[config.mk]
export PLATFORM = sky130hd
export DESIGN_NAME = gpio_pair_bank
export DESIGN_NICKNAME = d
export VERILOG_FILES = /design/src/rtl/gpb_pkg.sv /design/src/rtl/gpb_sync.sv /design/src/rtl/gpb_pin_cell.sv /design/src/rtl/gpb_readback.sv /design/src/rtl/gpio_pair_bank.sv
export SDC_FILE = /design/constraint.sdc
export NUM_CORES = 1
export LEC_CHECK = 0
export ABC_CLOCK_PERIOD_IN_PS = 1200
export BUFFER_PORTS_ARGS = -buffer_cell sky130_fd_sc_hd__clkbuf_2
export CAP_MARGIN = 40
export CORE_MARGIN = 4
export CORE_UTILIZATION = 38
export CTS_BUF_LIST = sky130_fd_sc_hd__clkbuf_4
export DETAILED_ROUTE_END_ITERATION = 6
export GPL_TIMING_DRIVEN = 0
export HOLD_SLACK_MARGIN = 0.15
export PLACE_DENSITY_LB_ADDON = 0.3
export SYNTH_ARGS = -nofsm -noshare
export SYNTH_HDL_FRONTEND = slang
export SYNTH_SLANG_ARGS = --single-unit
[constraint.sdc]
create_clock -name clk -period 1.2 [get_ports clk]
set_clock_uncertainty 0.1 [all_clocks]
set_input_delay 0.18 -clock clk [delete_from_list [all_inputs] [get_ports clk]]
set_output_delay 0.18 -clock clk [all_outputs]
set_load 0.02 [all_outputs]
[src/rtl/gpb_pkg.sv]
package gpb_pkg;

    typedef enum logic {
        DIR_IN  = 1'b0,
        DIR_OUT = 1'b1
    } pin_dir_e;

    // Per-pin command nibble gathered from the command word
    typedef struct packed {
        logic dis;
        logic en;
        logic set;
        logic clr;
    } pin_cmd_t;

endpackage

[src/rtl/gpb_sync.sv]
module gpb_sync #(
    parameter int WIDTH  = 8,
    parameter int STAGES = 2
) (
    input  logic             clk,
    input  logic             rst_n,
    input  logic [WIDTH-1:0] async_in,
    output logic [WIDTH-1:0] sync_out
);
    logic [WIDTH-1:0] stage_q [STAGES];

    generate
        for (genvar s = 0; s < STAGES; s++) begin : g_stage
            always_ff @(posedge clk or negedge rst_n) begin
                if (!rst_n) begin
                    stage_q[s] <= '0;
                end else if (s == 0) begin
                    stage_q[s] <= async_in;
                end else begin
                    stage_q[s] <= stage_q[(s == 0) ? 0 : s-1];
                end
            end
        end
    endgenerate

    assign sync_out = stage_q[STAGES-1];

endmodule

[src/rtl/gpb_pin_cell.sv]
module gpb_pin_cell
    import gpb_pkg::*;
(
    input  logic     clk,
    input  logic     rst_n,
    input  logic     wr_en,
    input  pin_cmd_t cmd,
    output logic     out_q,
    output logic     oe
);
    pin_dir_e dir_q, dir_d;

    // Direction state register
    always_ff @(posedge clk or negedge rst_n) begin
        if (!rst_n) dir_q <= DIR_IN;
        else        dir_q <= dir_d;
    end

    // Next-state: go_out / go_in; DISABLE dominates ENABLE
    always_comb begin
        dir_d = dir_q;
        if (wr_en) begin
            unique case (dir_q)
                DIR_IN:  if (cmd.en && !cmd.dis) dir_d = DIR_OUT;
                DIR_OUT: if (cmd.dis)            dir_d = DIR_IN;
            endcase
        end
    end

    // Output latch; SET dominates CLEAR
    always_ff @(posedge clk or negedge rst_n) begin
        if (!rst_n) begin
            out_q <= 1'b0;
        end else if (wr_en) begin
            if (cmd.set)      out_q <= 1'b1;
            else if (cmd.clr) out_q <= 1'b0;
        end
    end

    // Output process
    always_comb begin
        unique case (dir_q)
            DIR_IN:  oe = 1'b0;
            DIR_OUT: oe = 1'b1;
        endcase
    end

    p_set_r2: assert property (@(posedge clk) disable iff (!rst_n)
        (wr_en && cmd.set) |=> out_q);
    p_clear_r3: assert property (@(posedge clk) disable iff (!rst_n)
        (wr_en && cmd.clr && !cmd.set) |=> !out_q);
    p_enable_r4: assert property (@(posedge clk) disable iff (!rst_n)
        (wr_en && cmd.en && !cmd.dis) |=> oe);
    p_disable_r7: assert property (@(posedge clk) disable iff (!rst_n)
        (wr_en && cmd.dis) |=> !oe);
    p_hold_r6: assert property (@(posedge clk) disable iff (!rst_n)
        !wr_en |=> ($stable(out_q) && $stable(oe)));
    p_zero_cmd_r6: assert property (@(posedge clk) disable iff (!rst_n)
        (wr_en && cmd == '0) |=> ($stable(out_q) && $stable(oe)));

endmodule

[src/rtl/gpb_readback.sv]
module gpb_readback #(
    parameter int NUM_PINS = 8,
    localparam int HALF_W = 2*NUM_PINS,
    localparam int REG_W  = 2*HALF_W
) (
    input  logic [NUM_PINS-1:0] lat,
    input  logic [NUM_PINS-1:0] oe,
    input  logic [NUM_PINS-1:0] lvl,
    output logic [REG_W-1:0]    word
);
    generate
        for (genvar n = 0; n < NUM_PINS; n++) begin : g_pin
            assign word[2*n]          = oe[n] ? lat[n] : 1'b0;
            assign word[2*n+1]        = oe[n] ? 1'b0   : lvl[n];
            assign word[HALF_W+2*n]   = oe[n];
            assign word[HALF_W+2*n+1] = ~oe[n];
        end
    endgenerate

endmodule

[src/rtl/gpio_pair_bank.sv]
module gpio_pair_bank
    import gpb_pkg::*;
#(
    parameter int NUM_PINS    = 8,
    parameter int SYNC_STAGES = 2,
    localparam int HALF_W = 2*NUM_PINS,
    localparam int REG_W  = 2*HALF_W
) (
    input  logic                clk,
    input  logic                rst_n,
    input  logic                wr_en,
    input  logic [REG_W-1:0]    wr_data,
    output logic [REG_W-1:0]    rd_data,
    input  logic [NUM_PINS-1:0] pin_in,
    output logic [NUM_PINS-1:0] pin_out,
    output logic [NUM_PINS-1:0] pin_oe
);
    logic [NUM_PINS-1:0] lvl_sync;

    gpb_sync #(.WIDTH(NUM_PINS), .STAGES(SYNC_STAGES)) u_sync (
        .clk      (clk),
        .rst_n    (rst_n),
        .async_in (pin_in),
        .sync_out (lvl_sync)
    );

    generate
        for (genvar n = 0; n < NUM_PINS; n++) begin : g_pin
            pin_cmd_t cmd;
            assign cmd.clr = wr_data[2*n];
            assign cmd.set = wr_data[2*n+1];
            assign cmd.en  = wr_data[HALF_W+2*n];
            assign cmd.dis = wr_data[HALF_W+2*n+1];

            gpb_pin_cell u_cell (
                .clk   (clk),
                .rst_n (rst_n),
                .wr_en (wr_en),
                .cmd   (cmd),
                .out_q (pin_out[n]),
                .oe    (pin_oe[n])
            );

            p_dir_readback_r10: assert property (@(posedge clk) disable iff (!rst_n)
                (rd_data[HALF_W+2*n] == pin_oe[n]) && (rd_data[HALF_W+2*n+1] == !pin_oe[n]));
            p_lat_readback_r8: assert property (@(posedge clk) disable iff (!rst_n)
                pin_oe[n] |-> (rd_data[2*n] == pin_out[n]) && !rd_data[2*n+1]);
            p_lvl_readback_r9: assert property (@(posedge clk) disable iff (!rst_n)
                !pin_oe[n] |-> !rd_data[2*n] && (rd_data[2*n+1] == lvl_sync[n]));
        end
    endgenerate

    gpb_readback #(.NUM_PINS(NUM_PINS)) u_rb (
        .lat  (pin_out),
        .oe   (pin_oe),
        .lvl  (lvl_sync),
        .word (rd_data)
    );

endmodule

# Yosys cells after proc, flatten, opt, wreduce, memory -nomap -nowiden
# Index checks and enable logic that the tools add are counted.
[totals]
output_inout_bits = 48
reg_bits = 32
wordCells = 130
[op_classes]
reduce_logical = 32
bitwise = 16
mux = 64
[op_table]
columns = ["cell", "count"]
rows = [
  ["2-to-1 mux 1 bit", 48],
  ["one-hot mux 1 bit (2 select lines)", 16],
  ["NOT 1 bit", 16],
  ["AND reduction 2 bit", 8],
  ["nonzero test 2 bit", 8],
  ["logical AND 1 bit", 8],
  ["logical NOT 1 bit", 8],
]

# Logic depth before layout (Yosys ltp)
# Gate-level depths: netlist of run 1.
[logic_depth]
ltp_word = 4
depth_mapped = 3

# Modules after synthesis
# Synthesis of run 1 repeated with hierarchy kept, for this count alone.
[unflattened]
hier_cells = 104
hier_area_um2 = 1231.2
[by_module_without_submodules]
columns = ["module", "cells_each", "n_inst", "area_each_um2"]
rows = [
  ["gpb_pin_cell", 6, 8, 72.6],
  ["gpb_sync", 24, 1, 460.4],
  ["gpb_readback", 32, 1, 190.2],
]

# Worst setup path before layout of run 1
# Ideal clock, no wire load.
[synth_path]
path_kind = "reg-to-output"
from = "register g_pin[5].u_cell.dir_q"
to = "output rd_data[11]"
required_ns = 0.920
arrival_ns = 0.725
path_buffers = 0
slack_ns = 0.195
path_stages_with_launch = 2
path_cell_list = "dfrtp_1 > nor2b_1"
[synth_between]
elab_chain_len = 3
[synth_rtl]
columns = ["item", "line", "text"]
rows = [
  ["start, declared", "gpb_pin_cell.sv:11", "pin_dir_e dir_q, dir_d;"],
  ["start signal, assigned", "gpb_pin_cell.sv:16", "else dir_q <= dir_d;"],
  ["NOT 1 bit", "gpb_pin_cell.sv:42", "unique case (dir_q)"],
  ["one-hot mux 1 bit (2 select lines) (*)", "gpb_pin_cell.sv:42", ""],
  ["2-to-1 mux 1 bit (*)", "gpb_readback.sv:14", "assign word[2*n+1] = oe[n] ? 1'b0 : lvl[n];"],
  ["end, declared", "gpio_pair_bank.sv:13", "output logic [REG_W-1:0] rd_data,"],
]
# Mark *: on every way between the ends. The rest lies on a longest branch, timed or not.

# Final worst setup path of run 1
[layout_path]
from = "register g_pin[4].u_cell.dir_q"
to = "output rd_data[8]"
[layout_between]
elab_chain_len = 3
[layout_rtl]
columns = ["item", "line", "text"]
rows = [
  ["start, declared", "gpb_pin_cell.sv:11", ""],
  ["start signal, assigned", "gpb_pin_cell.sv:16", ""],
  ["NOT 1 bit", "gpb_pin_cell.sv:42", ""],
  ["one-hot mux 1 bit (2 select lines) (*)", "gpb_pin_cell.sv:42", ""],
  ["2-to-1 mux 1 bit (*)", "gpb_readback.sv:13", "assign word[2*n] = oe[n] ? lat[n] : 1'b0;"],
]
# Marks and branches as above.

==> results of run 1 <==
logic make-up (layout without fill, tap and decap cells):
| family | Yosys count | after routing | synth area share (%) |
|---|---|---|---|
| compound gates | 24 | 24 | 11.4 |
| simple gates | 24 | 24 | 9.91 |
| other cells | 0 | 1 | 0 |
| buf+inv | 35 | 182 | 17.7 |
| flops | 32 | 32 | 61.0 |
registers in the layout, summed over array words and instances, names as in the netlist:
signal	flops
u_sync.sync_out	8
g_pin.u_cell.dir_q	8
g_pin.u_cell.out_q	8
u_sync.stage_q	8
power by group through the flow:
| stage | Sequential [W] | Clock [W] | Combinational [W] |
|---|---|---|---|
| after floorplan | 0.00124 | 0 | 0.000496 |
| after global placement | 0.00126 | 0 | 0.000758 |
| after detailed placement | 0.00126 | 0 | 0.000766 |
| after CTS | 0.00125 | 0.000619 | 0.00114 |
| after global routing | 0.00130 | 0.000682 | 0.00145 |
| final | 0.00128 | 0.000607 | 0.00139 |
synthesized netlist by cell type:
cell type,n
dfrtp_1,32
buf_4,27
a21oi_1,16
a22o_1,8
and2_1,8
inv_1,8
nand2_1,8
nor2b_1,8
worst max path at each step:
stage | from | end | slack [ns] | cells past startpoint
2_1_floorplan | g_pin[5].u_cell.dir_q | rd_data[11] | 0.20 | 1
3_5_place_dp | g_pin[4].u_cell.dir_q | rd_data[9] | 0.17 | 2
6_report | g_pin[4].u_cell.dir_q | rd_data[8] | -0.17 | 2
5_1_grt | g_pin[4].u_cell.dir_q | rd_data[8] | -0.23 | 2
4_1_cts | g_pin[4].u_cell.dir_q | rd_data[9] | -0.19 | 2
3_3_place_gp | g_pin[0].u_cell.dir_q | rd_data[0] | 0.20 | 2
worst max-delay path: cells and delay by family, from the launching register on:
family                 cells  cell delay, ns
buffers and inverters      1            0.12
DFF                        1            0.47
and+or+nand+nor            1            0.18
area by class of cell:
class | count | area (um2) | area share, %
Timing Repair Buffer | 139 | 1320 | 45.8
Sequential cell | 32 | 811 | 28.2
Multi-Input combinational cell | 48 | 309 | 10.7
Buffer | 27 | 293 | 10.2
Tap cell | 46 | 57.6 | 2.00
Clock buffer | 7 | 52.6 | 1.83
Inverter | 8 | 30.0 | 1.04
Clock inverter | 1 | 3.75 | 0.131
Antenna cell | 1 | 2.50 | 0.0870
routing by layer:
layer | global-route usage [%] | vias to the layer above | wire, um | part of all wire [%]
li1 | - | 646 | - | -
met1 | 23.0 | 664 | 1890 | 37
met3 | 7.42 | 14 | 431 | 8.5
met2 | 42.2 | 80 | 2630 | 51
met4 | 6.35 | 0 | 149 | 2.9
met5 | 0 | - | 0 | 0
metrics by stage:
step,instances,worst slack (ns),area [um2],hold WS [ns]
finish,309,-0.172,2880,0.257
global route,309,-0.232,2880,0.268
CTS,306,-0.189,2680,0.256
detailed placement,251,0.170,1820,0.190
global placement,251,0.199,1820,0.183
floorplan,115,0.195,1310,-0.216
what timing repair did:
| action | CTS | global route |
|---|---|---|
| endpoints found under the hold margin | 56 | 0 |
| resized for setup | 85 | 98 |
| setup buffers | 5 | 2 |
| endpoints found under the setup margin | 48 | 71 |
| pin swaps | 2 | 3 |
| hold buffers | 42 | 0 |
==> qor.yml, run 1 <==
hold_violations: 0
drive_gt1_share_pct: 59.2
firstDrtPassIters: 4
die-height_um: 66.8
r2r_start: "g_pin[5].u_cell.out_q"
start_kind: "flip-flop"
synth.top_cells.by_area: "dfrtp_1 (61%), buf_4 (15%), a21oi_1 (6.1%), a22o_1 (5.3%), and2_1 (3.8%)"
power_frac_seq_pct: 39.1
syn2layout_area_growth_pct: 119
setup_tns_ns: -5.49
drv_slew: 0
clk_pin_slew_worst_paths_ns: 0.09
crit_arrival_ns: 1.09
cts_sinks: 32
worstRegToRegCells: 3
worst_pin_slew_ns: 0.705
intPower_w: 0.00228
dieArea_mm2: 0.00446
start_util_pct: 39.4
ys_types: 8
final_cell_mix: "dlygate4sd3_1 (42), clkbuf_2 (41), buf_6 (34)"
via_per_inst: 4.54
powerDensity_mw_per_mm2: 1140
sw_frac_of_total_pct: 30.6
grt_pass1_wl_mm: 7.13
layout.nets: 304
pwr-share-comb_pct: 42.4
core_area_mm2: 0.00334
yosysTopAreaCellShare_pct: 61.0
avgRoutedWirePerCell_um: 16.5
maxCapViolations: 0
required_ns: 0.92
hold_end: "u_sync.sync_out[5]"
path_class: "reg -> out"
drt_iter0_markers: 73
dp_hpwl_mm: 2.21
antenna_found_initial: 1
routed_wl_mm: 5.10
portBuffers: 90
cp_slowest_stage_delay_ns: 0.47
place_congestion: 0.657
die_w_um: 66.8
setup_viol: 48
syn_avg_cell_area_um2: 11.4
crit_slowest_cell: "dfrtp_2"
worst-r2r-setup-slack_ns: 0.15
hold_depth: 0
drc: 0
synth_area_mm2: 0.00131
status: "finished with violations"
ir_drop_mv: 0.770
endpoint_kind: "output port"
fillers: 155
leakagePower_nw: 1.44
max-slew-margin-rel_pct: 53.0
vias: 1404
final_common_cell: "dlygate4sd3_1"
switchingPower_w: 0.00101
fin_ws_ns: -0.172
clkPwrFrac_pct: 18.5
hold_start: "u_sync.stage_q[13]"
power_w: 0.00328
clock_path_buffers: 2
cts_tree: "built"
cts.htree.levels: 2
synth_top_cell_by_area: "dfrtp_1"
syn_nets: 158
io_pins: 91
rsz0062_at_grt: "yes"
path_max_fanout: 6
ys_seq_elements: 32
grt_max_degree: 33
clk_latency_ns: 0.32
drt.antenna.violating_nets: 0
grt_pass1_vias: 1486
yosys_warnings: 0
period_share_pct: 114
violations: "negative setup slack"
crit_chain: "and2_4, buf_6"
holdCritPathClass: "reg -> reg"
grt_usage_pct: 22.3
post-route-util_pct: 86.2
fmax_mhz: 729
layout_min_cycle_time_ns: 1.37
grt-ovfl-total: 0
synthCells: 115
yosysSeqAreaShare_pct: 61.0
r2r_end: "g_pin[5].u_cell.out_q"
core.rowCount: 21
cts_root_buf: "clkbuf_4"
numCtsBuffers: 5
Note: power is estimated with default switching activity, not from simulation.
==> run 2, diff against run 1 <==
--- a/config.mk
+++ b/config.mk
@@ -9,7 +9,7 @@
 export BUFFER_PORTS_ARGS = -buffer_cell sky130_fd_sc_hd__clkbuf_2
 export CAP_MARGIN = 40
 export CORE_MARGIN = 4
-export CORE_UTILIZATION = 38
+export CORE_UTILIZATION = 45
 export CTS_BUF_LIST = sky130_fd_sc_hd__clkbuf_4
 export DETAILED_ROUTE_END_ITERATION = 6
 export GPL_TIMING_DRIVEN = 0
==> run 2 against run 1 <==
  * The flow now stops in global routing
  * Area after synthesis did not move
  * Synthesized cell count stayed put
==> qor.yml, run 2 <==
yosysSeqAreaShare_pct: 61.0  # unchanged
cts.htree.levels: 2  # unchanged
synth.area.mux_share_pct: 0  # unchanged
place_congestion: 0.650  # -1.1%
yosys_warnings: 0  # unchanged
ys.flop_type: "dfrtp_1"
haltStage: "global routing"
crit_endpoint: "rd_data[6]"
grt_max_degree: 33
cts_sinks: 32  # unchanged
die_w_um: 62.0  # -7.1%
ys_seq_elements: 32  # unchanged
ys_async_sr_fraction_pct: 100  # unchanged
synth_xor_area_share_pct: 0  # unchanged
clock_path_buffers: 2  # unchanged
synth_area_mm2: 0.00131  # unchanged
yosysMostFrequentCell: "dfrtp_1"
synth-compound-area-share_pct: 11.4  # unchanged
dp_slack_ns: 0.175  # +0.00448 ns
yosys-top-cells-count: "dfrtp_1 (32), buf_4 (27), a21oi_1 (16)"
worstEndpointType: "output port"
tool.error: "[ERROR DPL-0038] Utilization greater than 100%, impossible to legalize"
syn_nets: 158  # unchanged
yosys.area_share.simple_pct: 9.90  # unchanged
ys_types: 8  # unchanged
synth_fa_ha_area_share_pct: 0  # unchanged
io_pins: 91  # unchanged
status: "aborted with a tool error"
syn_avg_cell_area_um2: 11.4  # unchanged
dp_hpwl_mm: 2.33  # +5.5%
synth_top_cell_by_area: "dfrtp_1"
synthCells: 115  # unchanged
cts_root_buf: "clkbuf_4"
numCtsBuffers: 5  # unchanged
synth.top_cells.by_area: "dfrtp_1 (61%), buf_4 (15%), a21oi_1 (6.1%), a22o_1 (5.3%), and2_1 (3.8%)"
yosysTopAreaCellShare_pct: 61.0  # unchanged
portBuffers: 90  # unchanged
synth_top_family_by_area: "buffers and inverters"
synth-edff-count: 0  # unchanged
core.rowCount: 19  # -9.5%
die-height_um: 62.0  # -7.1%
start_util_pct: 47.2  # +7.9 points
[run 2: cell counts after synthesis]
No cell type changed its count.
[run 2: through the flow]
stage / std cells / utilization (%) / instance area (um2) / hold slack (ns)
2_1_floorplan: 115 / - / 1310 / -0.216
3_5_place_dp: 236 / 64.8 / 1800 / 0.190
4_1_cts: 290 / 94.7 / 2640 / 0.159
3_3_place_gp: 236 / 64.8 / 1800 / 0.179
[run 2: kinds of logic after synthesis]
family / count (synthesis)
AOI/OAI and AO/OA: 24
DFF: 32
buffers and inverters: 35
and+or+nand+nor: 24
[run 2: what timing repair did]
| action | CTS |
|---|---|
| resized for setup | 79 |
| buffers inserted | 4 |
| setup endpoints to repair | 48 |
| hold buffers | 42 |
| pin swaps | 2 |
| hold endpoints to repair | 56 |
==> run 3, diff against run 2 <==
--- a/config.mk
+++ b/config.mk
@@ -8,13 +8,11 @@
 export ABC_CLOCK_PERIOD_IN_PS = 1200
 export BUFFER_PORTS_ARGS = -buffer_cell sky130_fd_sc_hd__clkbuf_2
 export CAP_MARGIN = 40
-export CORE_MARGIN = 4
-export CORE_UTILIZATION = 45
-export CTS_BUF_LIST = sky130_fd_sc_hd__clkbuf_4
+export CORE_AREA = 4 4 65 67
 export DETAILED_ROUTE_END_ITERATION = 6
+export DIE_AREA = 0 0 69 71
 export GPL_TIMING_DRIVEN = 0
-export HOLD_SLACK_MARGIN = 0.15
-export PLACE_DENSITY_LB_ADDON = 0.3
+export PLACE_DENSITY_LB_ADDON = 0.15
 export SYNTH_ARGS = -nofsm -noshare
 export SYNTH_HDL_FRONTEND = slang
 export SYNTH_SLANG_ARGS = --single-unit
==> run 3 against run 2 <==
  * The flow now finishes, with violations (negative hold slack, negative setup slack)
==> qor.yml, run 3 (synthesized netlist as in run 1, its figures left out) <==
endpoint_kind: "output port"
violations: "negative hold slack, negative setup slack"
hold_slack_ns: -0.124
dieArea_mm2: 0.00490
r2r_end: "g_pin[3].u_cell.out_q"
place_congestion: 0.763  # +17%
intPower_w: 0.00242
clk_latency_ns: 0.27
drv_slew: 0
sw_frac_of_total_pct: 28.4
pwr-share-comb_pct: 38.2
setup_viol: 38
period_share_pct: 109
power_w: 0.00338
routed_wl_mm: 3.92
grt_max_degree: 33
grt-ovfl-total: 0
io_pins: 91  # unchanged
r2r_start: "g_pin[3].u_cell.out_q"
rsz0062_at_grt: "yes"
num_antenna_cells: 0
cts_hold_buf: 16  # -62%
grt_pass1_vias: 1275
final_cell_mix: "clkbuf_2 (42), buf_8 (29), buf_6 (28)"
cts_sinks: 32  # unchanged
clock_path_buffers: 2  # unchanged
core_area_mm2: 0.00363
cts.htree.levels: 2  # unchanged
crit_end: "rd_data[31]"
powerDensity_mw_per_mm2: 1270
vias: 1223
fillers: 258
power_frac_seq_pct: 37.8
drt.antenna.violating_nets: 0
crit_start: "g_pin[7].u_cell.dir_q"
syn2layout_area_growth_pct: 102
drc: 0
grt_usage_pct: 15.8
path_max_fanout: 6
final_common_cell: "clkbuf_2"
firstDrtPassIters: 4
clk_pin_slew_worst_paths_ns: 0.06
switchingPower_w: 0.000957
grt_pass1_wl_mm: 6.09
start_util_pct: 36.2  # -11 points
worst_pin_slew_ns: 0.778
maxCapViolations: 0
cts_tree: "built"
via_per_inst: 4.29
cts_root_buf: "clkbuf_8"
numCtsBuffers: 5  # unchanged
leakagePower_nw: 1.34
path_class: "reg -> out"
die-height_um: 71  # +14%
portBuffers: 90  # unchanged
start_kind: "flip-flop"
required_ns: 0.92
status: "finished with violations"
dp_cells: 253  # +7.2%
max-slew-margin-rel_pct: 48.1
worstRegToRegCells: 3
core.rowCount: 22  # +3
layout.nets: 279
worst-r2r-setup-slack_ns: 0.15
dp_hpwl_mm: 2.31  # -0.85%
drive_gt1_share_pct: 65.8
hold_violations: 32
fin_ws_ns: -0.112
final_cells: 285
fmax_mhz: 762
antenna_found_initial: 0
clkPwrFrac_pct: 24.1
avgRoutedWirePerCell_um: 13.7
ir_drop_mv: 0.719
holdCritPathClass: "in -> async"
crit_arrival_ns: 1.03
dp_slack_ns: 0.174  # -0.00135 ns
layout_min_cycle_time_ns: 1.31
die_w_um: 69  # +11%
drt_iter0_markers: 15
-- run 3: power groups by stage --
| stage | Clock [W] | Combinational (W) | Sequential [W] |
|---|---|---|---|
| global placement | 0 | 0.000770 | 0.00125 |
| floorplan | 0 | 0.000496 | 0.00124 |
| finish | 0.000813 | 0.00129 | 0.00127 |
| global route | 0.000883 | 0.00136 | 0.00129 |
| detailed placement | 0 | 0.000772 | 0.00126 |
| CTS | 0.000851 | 0.00109 | 0.00125 |
-- run 3: critical path, stage by stage, from the launching register on --
cell	delay [ns]
dfrtp_2	0.45
buf_4	0.15
inv_2	0.04
clkbuf_8	0.13
-- run 3: worst min path at each step --
stage	end	slack (ns)	cells past startpoint
3_5_place_dp	u_sync.stage_q[15]	0.19	1
3_3_place_gp	u_sync.stage_q[8]	0.19	1
2_1_floorplan	g_pin[0].u_cell.dir_q	-0.22	0
6_report	g_pin[4].u_cell.dir_q	-0.12	1
5_1_grt	g_pin[4].u_cell.dir_q	-0.06	1
4_1_cts	g_pin[4].u_cell.dir_q	-0.10	1
-- run 3: area by class of cell --
class	count	area (um2)	share of cell area (%)
plain buffers	27	282	10.6
repair buffers	114	1070	40.4
clock buffers	8	90.1	3.40
inverters	8	30.0	1.13
well taps	48	60.1	2.27
flip-flops and latches	32	811	30.6
multi-input cells	48	308	11.6
-- run 3: what timing repair did --
action | CTS | global route
pin swaps | 2 | 2
resized for setup | 89 | 88
setup buffers | 3 | 5
endpoints found under the hold margin | 48 | 32
endpoints found under the setup margin | 48 | 48
gates cloned | 0 | 0
-- run 3: layer usage --
layer / routed length (um) / global-route usage, %
met1: 1430 / 16.3
met2: 2120 / 30.0
met3: 308 / 5.11
met4: 64 / 5.21
met5: 0 / 0
-- run 3: metrics by stage --
step / hold slack [ns] / area, um2 / utilization, % / setup TNS, ns
after global placement: 0.189 / 1820 / 50.2 / 0
after detailed placement: 0.190 / 1820 / 50.2 / 0
final: -0.124 / 2650 / 72.9 / -2.23
after global routing: -0.0612 / 2650 / 72.9 / -3.93
after CTS: -0.103 / 2460 / 67.6 / -3.06
after floorplan: -0.216 / 1310 / - / 0
